## src/rtl/ols_pkg.sv

```systemverilog
// Shared types and constants of the on-line scale compensated rotator.
// Assumes a 12-bit result: the trim table below is tuned for that accuracy.
package ols_pkg;

    typedef enum logic [1:0] {
        PH_IDLE  = 2'd0,
        PH_ROT   = 2'd1,
        PH_DRAIN = 2'd2
    } phase_e;

    typedef enum logic [1:0] {
        SC_NONE   = 2'd0,
        SC_SHRINK = 2'd1,
        SC_GROW   = 2'd2
    } scale_op_e;

    // number of second-order trim slots
    localparam int ERR_SLOTS = 4;

    // right-shift of the (1 + 2^-c) trim held in each slot
    function automatic int err_shift(input int slot);
        case (slot)
            0:       return 6;
            1:       return 7;
            2:       return 10;
            default: return 11;
        endcase
    endfunction

    // micro-rotation index that makes a slot necessary
    function automatic int err_source(input int slot);
        return (slot < 2) ? 1 : 2;
    endfunction

endpackage

```

## src/rtl/ols_rotate_pair.sv

```systemverilog
// Two cascaded shift-and-add micro-rotations, first by index sh_a, then by sh_b.
// dir=1 turns counterclockwise. With en low the vector passes unchanged.
// Assumes the caller gives enough headroom for the 1/cos gain of both steps.
module ols_rotate_pair #(
    parameter int DW = 17,
    parameter int IW = 4
) (
    input  logic                 en,
    input  logic                 dir,
    input  logic [IW-1:0]        sh_a,
    input  logic [IW-1:0]        sh_b,
    input  logic signed [DW-1:0] x_i,
    input  logic signed [DW-1:0] y_i,
    output logic signed [DW-1:0] x_o,
    output logic signed [DW-1:0] y_o
);

    logic signed [DW-1:0] xs_a, ys_a, x_m, y_m, xs_b, ys_b, x_f, y_f;

    // cascade of the two micro-rotations
    always_comb begin
        xs_a = x_i >>> sh_a;
        ys_a = y_i >>> sh_a;
        x_m  = dir ? (x_i - ys_a) : (x_i + ys_a);
        y_m  = dir ? (y_i + xs_a) : (y_i - xs_a);
        xs_b = x_m >>> sh_b;
        ys_b = y_m >>> sh_b;
        x_f  = dir ? (x_m - ys_b) : (x_m + ys_b);
        y_f  = dir ? (y_m + xs_b) : (y_m - xs_b);
        x_o  = en ? x_f : x_i;
        y_o  = en ? y_f : y_i;
    end

endmodule

```

## src/rtl/ols_scale_step.sv

```systemverilog
// One shift-and-add gain step on a single axis: v*(1-2^-sh), v*(1+2^-sh) or v.
// Assumes sh is below DW.
module ols_scale_step #(
    parameter int DW = 17,
    parameter int SW = 5
) (
    input  ols_pkg::scale_op_e   op,
    input  logic [SW-1:0]        sh,
    input  logic signed [DW-1:0] v_i,
    output logic signed [DW-1:0] v_o
);
    import ols_pkg::*;

    logic signed [DW-1:0] part;

    // select the gain step
    always_comb begin
        part = v_i >>> sh;
        case (op)
            SC_SHRINK: v_o = v_i - part;
            SC_GROW:   v_o = v_i + part;
            default:   v_o = v_i;
        endcase
    end

endmodule

```

## src/rtl/ols_comp_queue.sv

```systemverilog
// Queue of micro-rotation indices still owed a first-order shrink.
// Each cycle it serves one index: the oldest queued, else incoming a, else incoming b.
// Incoming indices that are not served are pushed. Only 1..THRESH are accepted.
// Assumes DEPTH is a power of two and inputs are qualified by in_valid.
module ols_comp_queue #(
    parameter int IW     = 4,
    parameter int DEPTH  = 8,
    parameter int THRESH = 5
) (
    input  logic          clk,
    input  logic          rst_n,
    input  logic          active,
    input  logic          in_valid,
    input  logic [IW-1:0] in_a,
    input  logic [IW-1:0] in_b,
    output logic          out_valid,
    output logic [IW-1:0] out_idx,
    output logic          q_empty,
    output logic          empty_next
);

    localparam int PW = (DEPTH > 1) ? $clog2(DEPTH) : 1;
    localparam int CW = $clog2(DEPTH + 1);
    localparam logic [IW-1:0] THR = IW'(THRESH);

    logic [IW-1:0] mem [DEPTH];
    logic [PW-1:0] rd_ptr, wr_ptr;
    logic [CW-1:0] count, count_next;
    logic          elig_a, elig_b, pop;
    logic [1:0]    push_n;
    logic [IW-1:0] p0, p1;

    // which incoming indices owe a shrink
    always_comb begin
        elig_a = in_valid && (in_a != '0) && (in_a <= THR);
        elig_b = in_valid && (in_b != '0) && (in_b <= THR);
    end

    // serve one index and decide what gets pushed
    always_comb begin
        pop       = 1'b0;
        out_valid = 1'b0;
        out_idx   = '0;
        push_n    = 2'd0;
        p0        = '0;
        p1        = '0;
        if (active) begin
            if (count != '0) begin
                pop       = 1'b1;
                out_valid = 1'b1;
                out_idx   = mem[rd_ptr];
                if (elig_a && elig_b) begin
                    push_n = 2'd2; p0 = in_a; p1 = in_b;
                end else if (elig_a) begin
                    push_n = 2'd1; p0 = in_a;
                end else if (elig_b) begin
                    push_n = 2'd1; p0 = in_b;
                end
            end else if (elig_a) begin
                out_valid = 1'b1;
                out_idx   = in_a;
                if (elig_b) begin
                    push_n = 2'd1; p0 = in_b;
                end
            end else if (elig_b) begin
                out_valid = 1'b1;
                out_idx   = in_b;
            end
        end
        count_next = count + CW'(push_n) - CW'(pop);
        q_empty    = (count == '0);
        empty_next = (count_next == '0);
    end

    // pointer and occupancy update
    always_ff @(posedge clk) begin
        if (!rst_n) begin
            rd_ptr <= '0;
            wr_ptr <= '0;
            count  <= '0;
        end else begin
            rd_ptr <= rd_ptr + PW'(pop);
            wr_ptr <= wr_ptr + PW'(push_n);
            count  <= count_next;
        end
    end

    // index storage, no reset needed
    always_ff @(posedge clk) begin
        if (push_n != 2'd0) mem[wr_ptr] <= p0;
        if (push_n == 2'd2) mem[wr_ptr + PW'(1)] <= p1;
    end

    AST_QUEUE_NO_OVERFLOW: assert property (@(posedge clk) disable iff (!rst_n)
        !((int'(count) == DEPTH) && (int'(push_n) > int'(pop))));

    AST_COMP_IDX_RANGE: assert property (@(posedge clk) disable iff (!rst_n)
        out_valid |-> ((out_idx != '0) && (out_idx <= THR)));

endmodule

```

## src/rtl/ols_err_bank.sv

```systemverilog
// Counters of owed second-order trims, one per table slot.
// A beat adds to the slots whose source index matches s or t. While draining,
// the lowest non-empty slot is served, one per cycle.
// Assumes incrementing and draining never happen in the same cycle.
module ols_err_bank #(
    parameter int IW    = 4,
    parameter int SW    = 5,
    parameter int CNT_W = 3
) (
    input  logic          clk,
    input  logic          rst_n,
    input  logic          inc_valid,
    input  logic [IW-1:0] idx_a,
    input  logic [IW-1:0] idx_b,
    input  logic          drain_en,
    output logic          out_valid,
    output logic [SW-1:0] out_shift,
    output logic          zero_next
);
    import ols_pkg::*;

    localparam int SLW = $clog2(ERR_SLOTS);

    logic [CNT_W-1:0] cnt      [ERR_SLOTS];
    logic [CNT_W-1:0] cnt_next [ERR_SLOTS];
    logic [SW-1:0]    shift_tab[ERR_SLOTS];
    logic [ERR_SLOTS-1:0] nz, nz_next;
    logic [SLW-1:0]   pick;
    logic             pick_valid;

    for (genvar g = 0; g < ERR_SLOTS; g++) begin : g_slot
        localparam logic [IW-1:0] SRC = IW'(err_source(g));
        logic [1:0] inc;
        logic       dec;

        assign shift_tab[g] = SW'(err_shift(g));
        assign nz[g]        = (cnt[g] != '0);

        // per-slot next count
        always_comb begin
            inc = {1'b0, (inc_valid && (idx_a == SRC))}
                + {1'b0, (inc_valid && (idx_b == SRC))};
            dec = out_valid && (pick == SLW'(g));
            cnt_next[g] = cnt[g] + CNT_W'(inc) - CNT_W'(dec);
            nz_next[g]  = (cnt_next[g] != '0);
        end

        // per-slot counter register
        always_ff @(posedge clk) begin
            if (!rst_n) cnt[g] <= '0;
            else        cnt[g] <= cnt_next[g];
        end
    end

    // lowest non-empty slot wins
    always_comb begin
        pick_valid = 1'b0;
        pick       = '0;
        for (int i = ERR_SLOTS - 1; i >= 0; i--) begin
            if (nz[i]) begin
                pick_valid = 1'b1;
                pick       = SLW'(i);
            end
        end
        out_valid = drain_en && pick_valid;
        out_shift = shift_tab[pick];
        zero_next = (nz_next == '0);
    end

endmodule

```

## src/rtl/online_scale_cordic.sv

```systemverilog
// Word-serial vector rotator. Each recoder beat gives two micro-rotations, and
// one shrink from the compensation queue is folded into the same cycle.
// Once the last beat is in, leftover shrinks and then second-order trims drain
// one per cycle, and the rounded, saturated result is latched with a done pulse.
// Assumes step_s, step_t >= 1 and IO_W = 12 for the trim table.
module online_scale_cordic #(
    parameter int IO_W    = 12,
    parameter int GUARD_W = 3,
    parameter int HEAD_W  = 2,
    parameter int IDX_W   = 4,
    parameter int QDEPTH  = 8,
    parameter int CNT_W   = 3
) (
    input  logic                   clk,
    input  logic                   rst_n,
    input  logic                   start,
    input  logic                   angle_zero,
    input  logic signed [IO_W-1:0] x_in,
    input  logic signed [IO_W-1:0] y_in,
    output logic                   step_ready,
    input  logic                   step_valid,
    input  logic                   step_dir,
    input  logic [IDX_W-1:0]       step_s,
    input  logic [IDX_W-1:0]       step_t,
    input  logic                   step_last,
    output logic                   busy,
    output logic                   done,
    output logic signed [IO_W-1:0] x_out,
    output logic signed [IO_W-1:0] y_out
);
    import ols_pkg::*;

    localparam int DW     = IO_W + GUARD_W + HEAD_W;
    localparam int SW     = IDX_W + 1;
    localparam int THRESH = IO_W / 2 - 1;
    localparam logic signed [DW:0] HALF = (DW+1)'(1 << (GUARD_W - 1));
    localparam logic signed [DW:0] MAXV = (DW+1)'((1 << (IO_W - 1)) - 1);
    localparam logic signed [DW:0] MINV = -(DW+1)'(1 << (IO_W - 1));

    phase_e               phase;
    logic signed [DW-1:0] x_r, y_r, x_rot, y_rot, x_n, y_n;
    logic                 step_fire, finish;
    logic                 q_valid, q_empty, q_empty_next;
    logic [IDX_W-1:0]     q_idx;
    logic                 e_valid, e_zero_next, drain_en;
    logic [SW-1:0]        e_shift, sc_shift;
    scale_op_e            sc_op;

    // round half up, drop guard bits and saturate to the output range
    function automatic logic signed [IO_W-1:0] to_out(input logic signed [DW-1:0] v);
        logic signed [DW:0] w;
        w = {v[DW-1], v};
        w = (w + HALF) >>> GUARD_W;
        if (w > MAXV)      return MAXV[IO_W-1:0];
        else if (w < MINV) return MINV[IO_W-1:0];
        else               return w[IO_W-1:0];
    endfunction

    // handshake and phase decode
    always_comb begin
        step_ready = (phase == PH_ROT);
        busy       = (phase != PH_IDLE);
        step_fire  = step_ready && step_valid;
        drain_en   = (phase == PH_DRAIN) && q_empty;
    end

    ols_rotate_pair #(.DW(DW), .IW(IDX_W)) u_rot (
        .en(step_fire), .dir(step_dir), .sh_a(step_s), .sh_b(step_t),
        .x_i(x_r), .y_i(y_r), .x_o(x_rot), .y_o(y_rot)
    );

    ols_comp_queue #(.IW(IDX_W), .DEPTH(QDEPTH), .THRESH(THRESH)) u_queue (
        .clk(clk), .rst_n(rst_n), .active(busy), .in_valid(step_fire),
        .in_a(step_s), .in_b(step_t), .out_valid(q_valid), .out_idx(q_idx),
        .q_empty(q_empty), .empty_next(q_empty_next)
    );

    ols_err_bank #(.IW(IDX_W), .SW(SW), .CNT_W(CNT_W)) u_err (
        .clk(clk), .rst_n(rst_n), .inc_valid(step_fire), .idx_a(step_s),
        .idx_b(step_t), .drain_en(drain_en), .out_valid(e_valid),
        .out_shift(e_shift), .zero_next(e_zero_next)
    );

    // choose this cycle's gain step: shrink 2m+1, else trim, else none
    always_comb begin
        if (q_valid) begin
            sc_op    = SC_SHRINK;
            sc_shift = {q_idx, 1'b1};
        end else if (e_valid) begin
            sc_op    = SC_GROW;
            sc_shift = e_shift;
        end else begin
            sc_op    = SC_NONE;
            sc_shift = '0;
        end
    end

    for (genvar a = 0; a < 2; a++) begin : g_axis
        logic signed [DW-1:0] v_in, v_out;
        assign v_in = (a == 0) ? x_rot : y_rot;
        ols_scale_step #(.DW(DW), .SW(SW)) u_scale (
            .op(sc_op), .sh(sc_shift), .v_i(v_in), .v_o(v_out)
        );
        if (a == 0) begin : g_x
            assign x_n = v_out;
        end else begin : g_y
            assign y_n = v_out;
        end
    end

    // all owed work is complete after this edge
    always_comb begin
        finish = q_empty_next && e_zero_next &&
                 (((phase == PH_ROT) && step_fire && step_last) || (phase == PH_DRAIN));
    end

    // phase sequencing, datapath and result registers
    always_ff @(posedge clk) begin
        if (!rst_n) begin
            phase <= PH_IDLE;
            x_r   <= '0;
            y_r   <= '0;
            x_out <= '0;
            y_out <= '0;
            done  <= 1'b0;
        end else begin
            done <= 1'b0;
            case (phase)
                PH_IDLE: begin
                    if (start) begin
                        if (angle_zero) begin
                            x_out <= x_in;
                            y_out <= y_in;
                            done  <= 1'b1;
                        end else begin
                            x_r   <= {{HEAD_W{x_in[IO_W-1]}}, x_in, {GUARD_W{1'b0}}};
                            y_r   <= {{HEAD_W{y_in[IO_W-1]}}, y_in, {GUARD_W{1'b0}}};
                            phase <= PH_ROT;
                        end
                    end
                end
                PH_ROT, PH_DRAIN: begin
                    x_r <= x_n;
                    y_r <= y_n;
                    if (finish) begin
                        x_out <= to_out(x_n);
                        y_out <= to_out(y_n);
                        done  <= 1'b1;
                        phase <= PH_IDLE;
                    end else if (step_fire && step_last) begin
                        phase <= PH_DRAIN;
                    end
                end
                default: phase <= PH_IDLE;
            endcase
        end
    end

    AST_TRIM_AFTER_SHRINKS: assert property (@(posedge clk) disable iff (!rst_n)
        e_valid |-> ((phase == PH_DRAIN) && !q_valid));

    AST_OUT_HOLD: assert property (@(posedge clk) disable iff (!rst_n)
        !done |-> ($stable(x_out) && $stable(y_out)));

    AST_ZERO_PASS: assert property (@(posedge clk) disable iff (!rst_n)
        (start && angle_zero && !busy) |=> (done && (x_out == $past(x_in)) && (y_out == $past(y_in))));

endmodule

```

## config.mk

```make
export PLATFORM = sky130hd
export DESIGN_NAME = online_scale_cordic
export DESIGN_NICKNAME = d
export VERILOG_FILES = /design/src/rtl/ols_pkg.sv /design/src/rtl/ols_rotate_pair.sv /design/src/rtl/ols_scale_step.sv /design/src/rtl/ols_comp_queue.sv /design/src/rtl/ols_err_bank.sv /design/src/rtl/online_scale_cordic.sv
export SDC_FILE = /design/constraint.sdc
export NUM_CORES = 1
export LEC_CHECK = 0
export BUFFER_PORTS_ARGS = -buffer_cell sky130_fd_sc_hd__buf_2
export CAP_MARGIN = 20
export CORE_ASPECT_RATIO = 1.1
export CORE_MARGIN = 1
export CORE_UTILIZATION = 60
export CTS_CLUSTER_SIZE = 40
export DETAILED_ROUTE_END_ITERATION = 8
export GPL_TIMING_DRIVEN = 0
export HOLD_SLACK_MARGIN = 0.02
export PLACE_DENSITY = 0.77
export SYNTH_ARGS = -nofsm -noshare
export SYNTH_HDL_FRONTEND = slang
export SYNTH_HIERARCHICAL = 1
export SYNTH_SLANG_ARGS = --single-unit
```

## constraint.sdc

```tcl
create_clock -name clk -period 26.9 [get_ports clk]
set_input_delay 8.07 -clock clk [delete_from_list [all_inputs] [get_ports clk]]
set_output_delay 8.07 -clock clk [all_outputs]
set_load 0.03 [all_outputs]
```

# [After elaboration in Yosys (flattened, before gate mapping)]
# Memory sizes are Yosys's and may differ from the RTL's. A register that Yosys moved wholly into a read port is not among the register bits.
# Cells that the tools add are included.
[totals] register_bits=71 latchBits=0 mem_bits_rw=44 mem_bits_ro=0 in_bits=39 word_cells=204 n_memories=2
[memory_table] name="u_queue.mem" depth=8 width=4 read_ports=1 rd_ports_with_merged_regs=1 write_ports=2 line_no="ols_comp_queue.sv:26" source="logic [IW-1:0] mem [DEPTH];"
[memory_table] name="u_err.cnt" depth=4 width=3 read_ports=4 rd_ports_with_merged_regs=0 write_ports=4 line_no="ols_err_bank.sv:24" source="logic [CNT_W-1:0] cnt [ERR_SLOTS];"
[classes] add_sub_neg=29 mul=0 div_mod_pow=0 n_lt_le_gt_ge=7 n_eq_ne=17 shift=6 muxes=84 bitwise=5 n_reduce_logical=45
[ops] operator="$mux W17" count=10
[ops] operator="$pmux W17 S2" count=4
[ops] operator="$mux W12" count=10
[ops] operator="$add A17 B17 Y17" count=6
[ops] operator="$sub A17 B17 Y17" count=6
[ops] operator="$sshr A17 B4 Y17" count=4
[ops] operator="$pmux W12 S2" count=2
[ops] operator="$mux W4" count=11
[ops] operator="$add A17 B4 Y18 const B" count=2
[ops] operator="$sshr A17 B5 Y17" count=2
[ops] operator="$gt A15 B12 Y1 const B" count=2
[ops] operator="$lt A15 B12 Y1 const B" count=2
[ops] operator="$mux W2" count=15
[ops] operator="$reduce_bool A3 Y1" count=8
[ops] operator="$logic_and A1 B1 Y1" count=21
[ops] operator="$mux W1" count=20
[ops] operator="$mux W5" count=4
[ops] operator="$add A3 B2 Y3" count=5
[ops] operator="$mux W3" count=5
[ops] operator="$logic_not A4 Y1" count=3
[ops] operator="$reduce_bool A4 Y1" count=3
[ops] operator="$sub A3 B1 Y3" count=4
[ops] operator="$bmux W5 S2" count=1
[ops] operator="$eq A2 B2 Y1 const B" count=5
[ops] operator="22 further kinds" count=38

# [Depth between registers and ports, before layout]
# An unclocked memory read counts as a cell.
[depth] depth_word=21 ltp_mapped=70

# [By module]
# The synthesis kept the hierarchy.
[modules_own_cells] module="ols_rotate_pair" n_inst=1 cells_each=1284 area_per_inst_um2=9310.2 seq_area_each_um2=0.0
[modules_own_cells] module="online_scale_cordic" n_inst=1 cells_each=424 area_per_inst_um2=3519.6 seq_area_each_um2=1221.2
[modules_own_cells] module="ols_comp_queue" n_inst=1 cells_each=235 area_per_inst_um2=2633.8 seq_area_each_um2=1161.1
[modules_own_cells] module="ols_scale_step at g_axis[0].u_scale" n_inst=1 cells_each=311 area_per_inst_um2=2437.3 seq_area_each_um2=0.0
[modules_own_cells] module="ols_scale_step at g_axis[1].u_scale" n_inst=1 cells_each=308 area_per_inst_um2=2249.7 seq_area_each_um2=0.0
[modules_own_cells] module="ols_err_bank" n_inst=1 cells_each=102 area_per_inst_um2=924.6 seq_area_each_um2=240.2

# [Least setup slack after synthesis]
# Ideal clock, no wire load.
[synth_timing] path_type="input-to-reg" startpoint="input step_s[1]" endpoint="register x_out[3]" arrival_time_ps=21829 required_time_ps=26783 slack_ps=4954 path_stages=68 path_buffers=7 path_cell_list="buf_6 > buf_12 > buf_12 > buf_12 > buf_6 > buf_4 > mux4_2 > nor2_1 > a21oi_1 > o21ai_0 > and3_1 > nand3_1 > or3_1 > or2_2 > nand2_1 > xor2_1 > ha_1 > clkbuf_1 > [... 32 more ...] > and2_1 > a31o_1 > a21oi_1 > xor2_1 > ha_1 > and3_1 > a2111o_1 > a21bo_2 > a21o_1 > a21oi_1 > xor2_1 > o21ai_0 > and4_1 > and4_4 > mux2_4 > o21ai_4 > o21ai_1 > a32o_1"
[synth_via] elab_chain_len=16 word_cells_on_any_way=70 classes_between="add/sub (21); order compare (3); eq/ne (5); shift (4); mux (22); reduce/logical (15)"
[synth_lines] item="from (decl)" line_no="online_scale_cordic.sv:23" source="input logic [IDX_W-1:0] step_s,"
[synth_lines] item="$sshr A17 B4 Y17" line_no="ols_rotate_pair.sv:22" source="xs_a = x_i >>> sh_a;"
[synth_lines] item="$sub A17 B17 Y17 or $add A17 B17 Y17 (tied branches)" line_no="ols_rotate_pair.sv:25" source="y_m = dir ? (y_i + xs_a) : (y_i - xs_a);"
[synth_lines] item="$mux W17" line_no="ols_rotate_pair.sv:25"
[synth_lines] item="$sshr A17 B4 Y17" line_no="ols_rotate_pair.sv:27" source="ys_b = y_m >>> sh_b;"
[synth_lines] item="$add A17 B17 Y17 or $sub A17 B17 Y17 (tied branches)" line_no="ols_rotate_pair.sv:28" source="x_f = dir ? (x_m - ys_b) : (x_m + ys_b);"
[synth_lines] item="$mux W17 *" line_no="ols_rotate_pair.sv:28"
[synth_lines] item="$mux W17 *" line_no="ols_rotate_pair.sv:30" source="x_o = en ? x_f : x_i;"
[synth_lines] item="via g_axis[0].v_in[15]" line_no="online_scale_cordic.sv:99" source="logic signed [DW-1:0] v_in, v_out;"
[synth_lines] item="[... 2 more ...]"
[synth_lines] item="$pmux W17 S2 *" line_no="ols_scale_step.sv:19" source="case (op)"
[synth_lines] item="via g_axis[0].v_out[10]" line_no="online_scale_cordic.sv:99"
[synth_lines] item="$add A17 B4 Y18 *" line_no="online_scale_cordic.sv:53" source="w = (w + HALF) >>> GUARD_W;"
[synth_lines] item="$lt A15 B12 Y1" line_no="online_scale_cordic.sv:55" source="else if (w < MINV) return MINV[IO_W-1:0];"
[synth_lines] item="$mux W12" line_no="online_scale_cordic.sv:55"
[synth_lines] item="$mux W12 *" line_no="online_scale_cordic.sv:54" source="if (w > MAXV) return MAXV[IO_W-1:0];"
[synth_lines] item="$mux W12 *" line_no="online_scale_cordic.sv:145" source="if (finish) begin"
[synth_lines] item="$pmux W12 S2 *" line_no="online_scale_cordic.sv:128" source="case (phase)"
[synth_lines] item="to (signal assigned)" line_no="online_scale_cordic.sv:132" source="x_out <= x_in;"
[synth_lines] item="to (signal assigned)" line_no="online_scale_cordic.sv:146" source="x_out <= to_out(x_n);"
[synth_lines] item="to (decl)" line_no="online_scale_cordic.sv:28" source="output logic signed [IO_W-1:0] x_out,"
# The timed path passes the listed nets; every way through them passes the cells marked *. The select of a mux whose other input is x is not followed.
# A chain may end at the register's enable or synchronous reset.

# [Final worst setup path]
[layout_timing] startpoint="input step_s[3]" endpoint="register x_out[7]"
# Same word-level chain as after synthesis.

==> impl_results.md <==
* Run status: completed
* # DRC at 0
* Synth Area per Inst at 7.91 um^2
* Area Growth Syn to Fin at 7.28%
* CP startpoint kind: input port
* Largest net degree at the start of global routing at 17
* Sink Count at about 120
* Hold Crit Class: reg2reg
* Detailed Place HPWL at 63.3 mm
* F_max at 39.7 MHz
* DRT iter0 DRCs at 3032
* Number of synthesized flops with an enable pin at 32
* Core area at 34400 um^2
* Critical path's top delay family: compound AO/OA/AOI/OAI gates
* Vias in the first global route at 21283
* Post-route ant nets at 0
* TritonRoute pass-1 iters at 6
* Dominant synthesized flop cell: dfxtp_1
* Max incr delay on CP at 690 ps
* Setup violations, final at 0
* FF-to-FF path depth at 61
* CTS max path bufs at 2
* GRT Util Overall at 43.3%
* Async set-reset flop share out of synthesis at 0%
* #FFs+latches synth at around 120
* Critical Setup Path Class: in2reg
* Filler instances at 2985
* Worst hold start: y_out[6]$_SDFFE_PN0P_
* Clock Tree Root: clkbuf_16
* Mapped Area at 21100 um^2
* Critical R2R Launch: x_r[15]$_SDFFE_PN0P_
* Vias per cell at 7.12
* Max Clock Skew at about 8.3 ps
* Initial antenna violation count at 6
* Synthesized instance count at approximately 2700
* Routed vias at 22926
* Most frequent cell after synthesis: nand2_1
* Synth top area cells: ha_1, dfxtp_1, mux4_2
* Number of cell rows at 71
* Share of the synthesized area in the top cell type at 8.31%
* NumNets Final at 2953
* CTS hold repair buffers at 0
* R2r endpoint: x_out[7]$_SDFFE_PN0P_
* GPL Wtd Cong at 1.11
* Drt wl/cell at 24.7 um
* Reg-to-reg slack, setup at roughly 10000 ps
* Period utilization at 93.7%
* Reg clk slew, reported paths at 60 ps
* Worst path slowest cell: o311ai_0
* Clock network latency to the later pin of the worst-skew pair at ~450 ps
* Die X at between 150 and 200 um
* Post-cts resize count at 0
* CTS tree: built
* H-tree levels at 4
* Tmin final at between 20000 and 30000 ps
* Crit. End Element: flip-flop
* WL final at approximately 80 mm
* WP data arrival at 25530 ps
* First-pass GRT wire length at 121 mm
* Grt ovf at 0
* CP max FO at 10
* Max Slew Vio Count at 0
* TNS Setup at 0 ps
* WHS Path Cells at 2
* Initial core utilization at just over 60%
* Cell variety after synth at around 130
* Worst-margin pin slew at 1030 ps
* Yosys warns at 6
* Layout cells sized above 1 at 13.2%
* MaxCap Viol Count at 0
* IO Count at 66
* Slew HR at between 30% and 40%
* Post-CTS setup buffers at 0
* Die Y at 199 um
* RSZ-0062 raised after global routing: no
* Port-buffer cells at 65
* Worst Path Required at between 20000 and 30000 ps
* Die area at ~36000 um^2
* Synth cell count leaders: nand2_1, nor2_1, a21oi_1
* WHS Endpoint: y_out[6]$_SDFFE_PN0P_
* CP bufs+invs at 9
* Area leader, netlist: ha_1
* Sequential share of the synthesized area at 12.4%
* Total CTS buffers at 17
* Final hold violation count at 0
## layout by cell type, fill, tap and decap left out, types with 26 or more instances in the layout
cell,synthesis,layout
nand2_1,263,263
nor2_1,198,198
a21oi_1,192,192
o21ai_0,147,147
ha_1,140,140
inv_1,119,119
xnor2_1,103,103
clkbuf_1,96,99
buf_2,23,91
dfxtp_1,83,83
mux2i_1,82,82
xor2_1,72,72
mux4_2,66,66
nand3_1,63,63
mux2_2,56,56
a31oi_1,55,55
nor3_1,47,47
and2_1,46,46
o21a_1,39,39
o21ai_1,36,36
o211a_1,36,36
nand2b_1,36,36
a21o_1,34,34
edfxtp_1,32,32
nor2b_1,29,29
o211ai_1,29,29
and3_1,28,28
or3_1,26,26
a211oi_1,26,26
## logic make-up after synthesis
group	after synthesis	share of synthesized area, %
simple gates	889	21.8
fa+ha+maj	153	9.50
mux	224	16.1
other cells	3	0.0534
buf+inv	285	5.97
compound gates	814	26.2
flops	115	12.4
xor+xnor	181	7.85
## per-stage QoR
stage	setup slack (ps)	utilization (%)	instances	hold WS [ps]	cell area, um^2
after floorplan	4950	-	2671	465	21100
after global placement	1260	63.9	3174	436	22000
after detailed placement	1830	64.0	3179	436	22000
after CTS	2190	65.7	3211	450	22600
after global routing	964	65.8	3216	464	22600
final	1710	65.8	3218	449	22600
## sequential cells by signal, indices dropped and copies added, names as in the netlist
register	count
done	1
u_queue/mem	32
x_out	12
x_r	17
u_queue/count	4
y_r	17
u_err/cnt	12
y_out	12
u_queue/wr_ptr	3
u_queue/rd_ptr	3
phase	2
## how the worst max path moves through the flow
| stage | start | to | slack, ps | cells past startpoint |
|---|---|---|---|---|
| after global placement | step_s[3] | x_out[7]$_SDFFE_PN0P_ | 1260 | 63 |
| after detailed placement | step_s[3] | x_out[7]$_SDFFE_PN0P_ | 1830 | 63 |
| after floorplan | step_s[1] | x_out[3]$_SDFFE_PN0P_ | 4950 | 68 |
| after CTS | step_s[3] | x_out[7]$_SDFFE_PN0P_ | 2190 | 63 |
| after global routing | step_s[3] | x_out[7]$_SDFFE_PN0P_ | 960 | 64 |
| final | step_s[3] | x_out[7]$_SDFFE_PN0P_ | 1710 | 62 |
## cell type report
| class | instances | area [um^2] | share of cell area, % |
|---|---|---|---|
| repair buffers | 72 | 370 | 1.64 |
| clock buffers | 22 | 464 | 2.05 |
| flip-flops and latches | 115 | 2620 | 11.6 |
| inverters | 125 | 470 | 2.08 |
| well taps | 438 | 548 | 2.42 |
| multi-input cells | 2271 | 17200 | 76.2 |
| plain buffers | 160 | 788 | 3.49 |
| diodes | 5 | 12.5 | 0.0553 |
| clock inverters | 10 | 106 | 0.470 |
## routing by layer
| layer | up-vias | global-route usage, % | share of wire, % |
|---|---|---|---|
| li1 | 10182 | - | - |
| met2 | 1501 | 69.8 | 45 |
| met1 | 10870 | 53.4 | 39 |
| met3 | 371 | 8.35 | 10 |
| met4 | 2 | 26.7 | 6.9 |
| met5 | - | 0 | 0.016 |
## worst reg2reg max path, delay by kind of cell, from the launching register on
family	cells	cell delay, ps
flops	1	350
fa+ha+maj	5	1370
compound gates	23	6280
simple gates	17	4120
xor+xnor	7	1690
buf+inv	5	1280
mux	4	1470
Power is not shown: default switching activity piles up to over one toggle a cycle in this logic, so the estimate is an artifact.
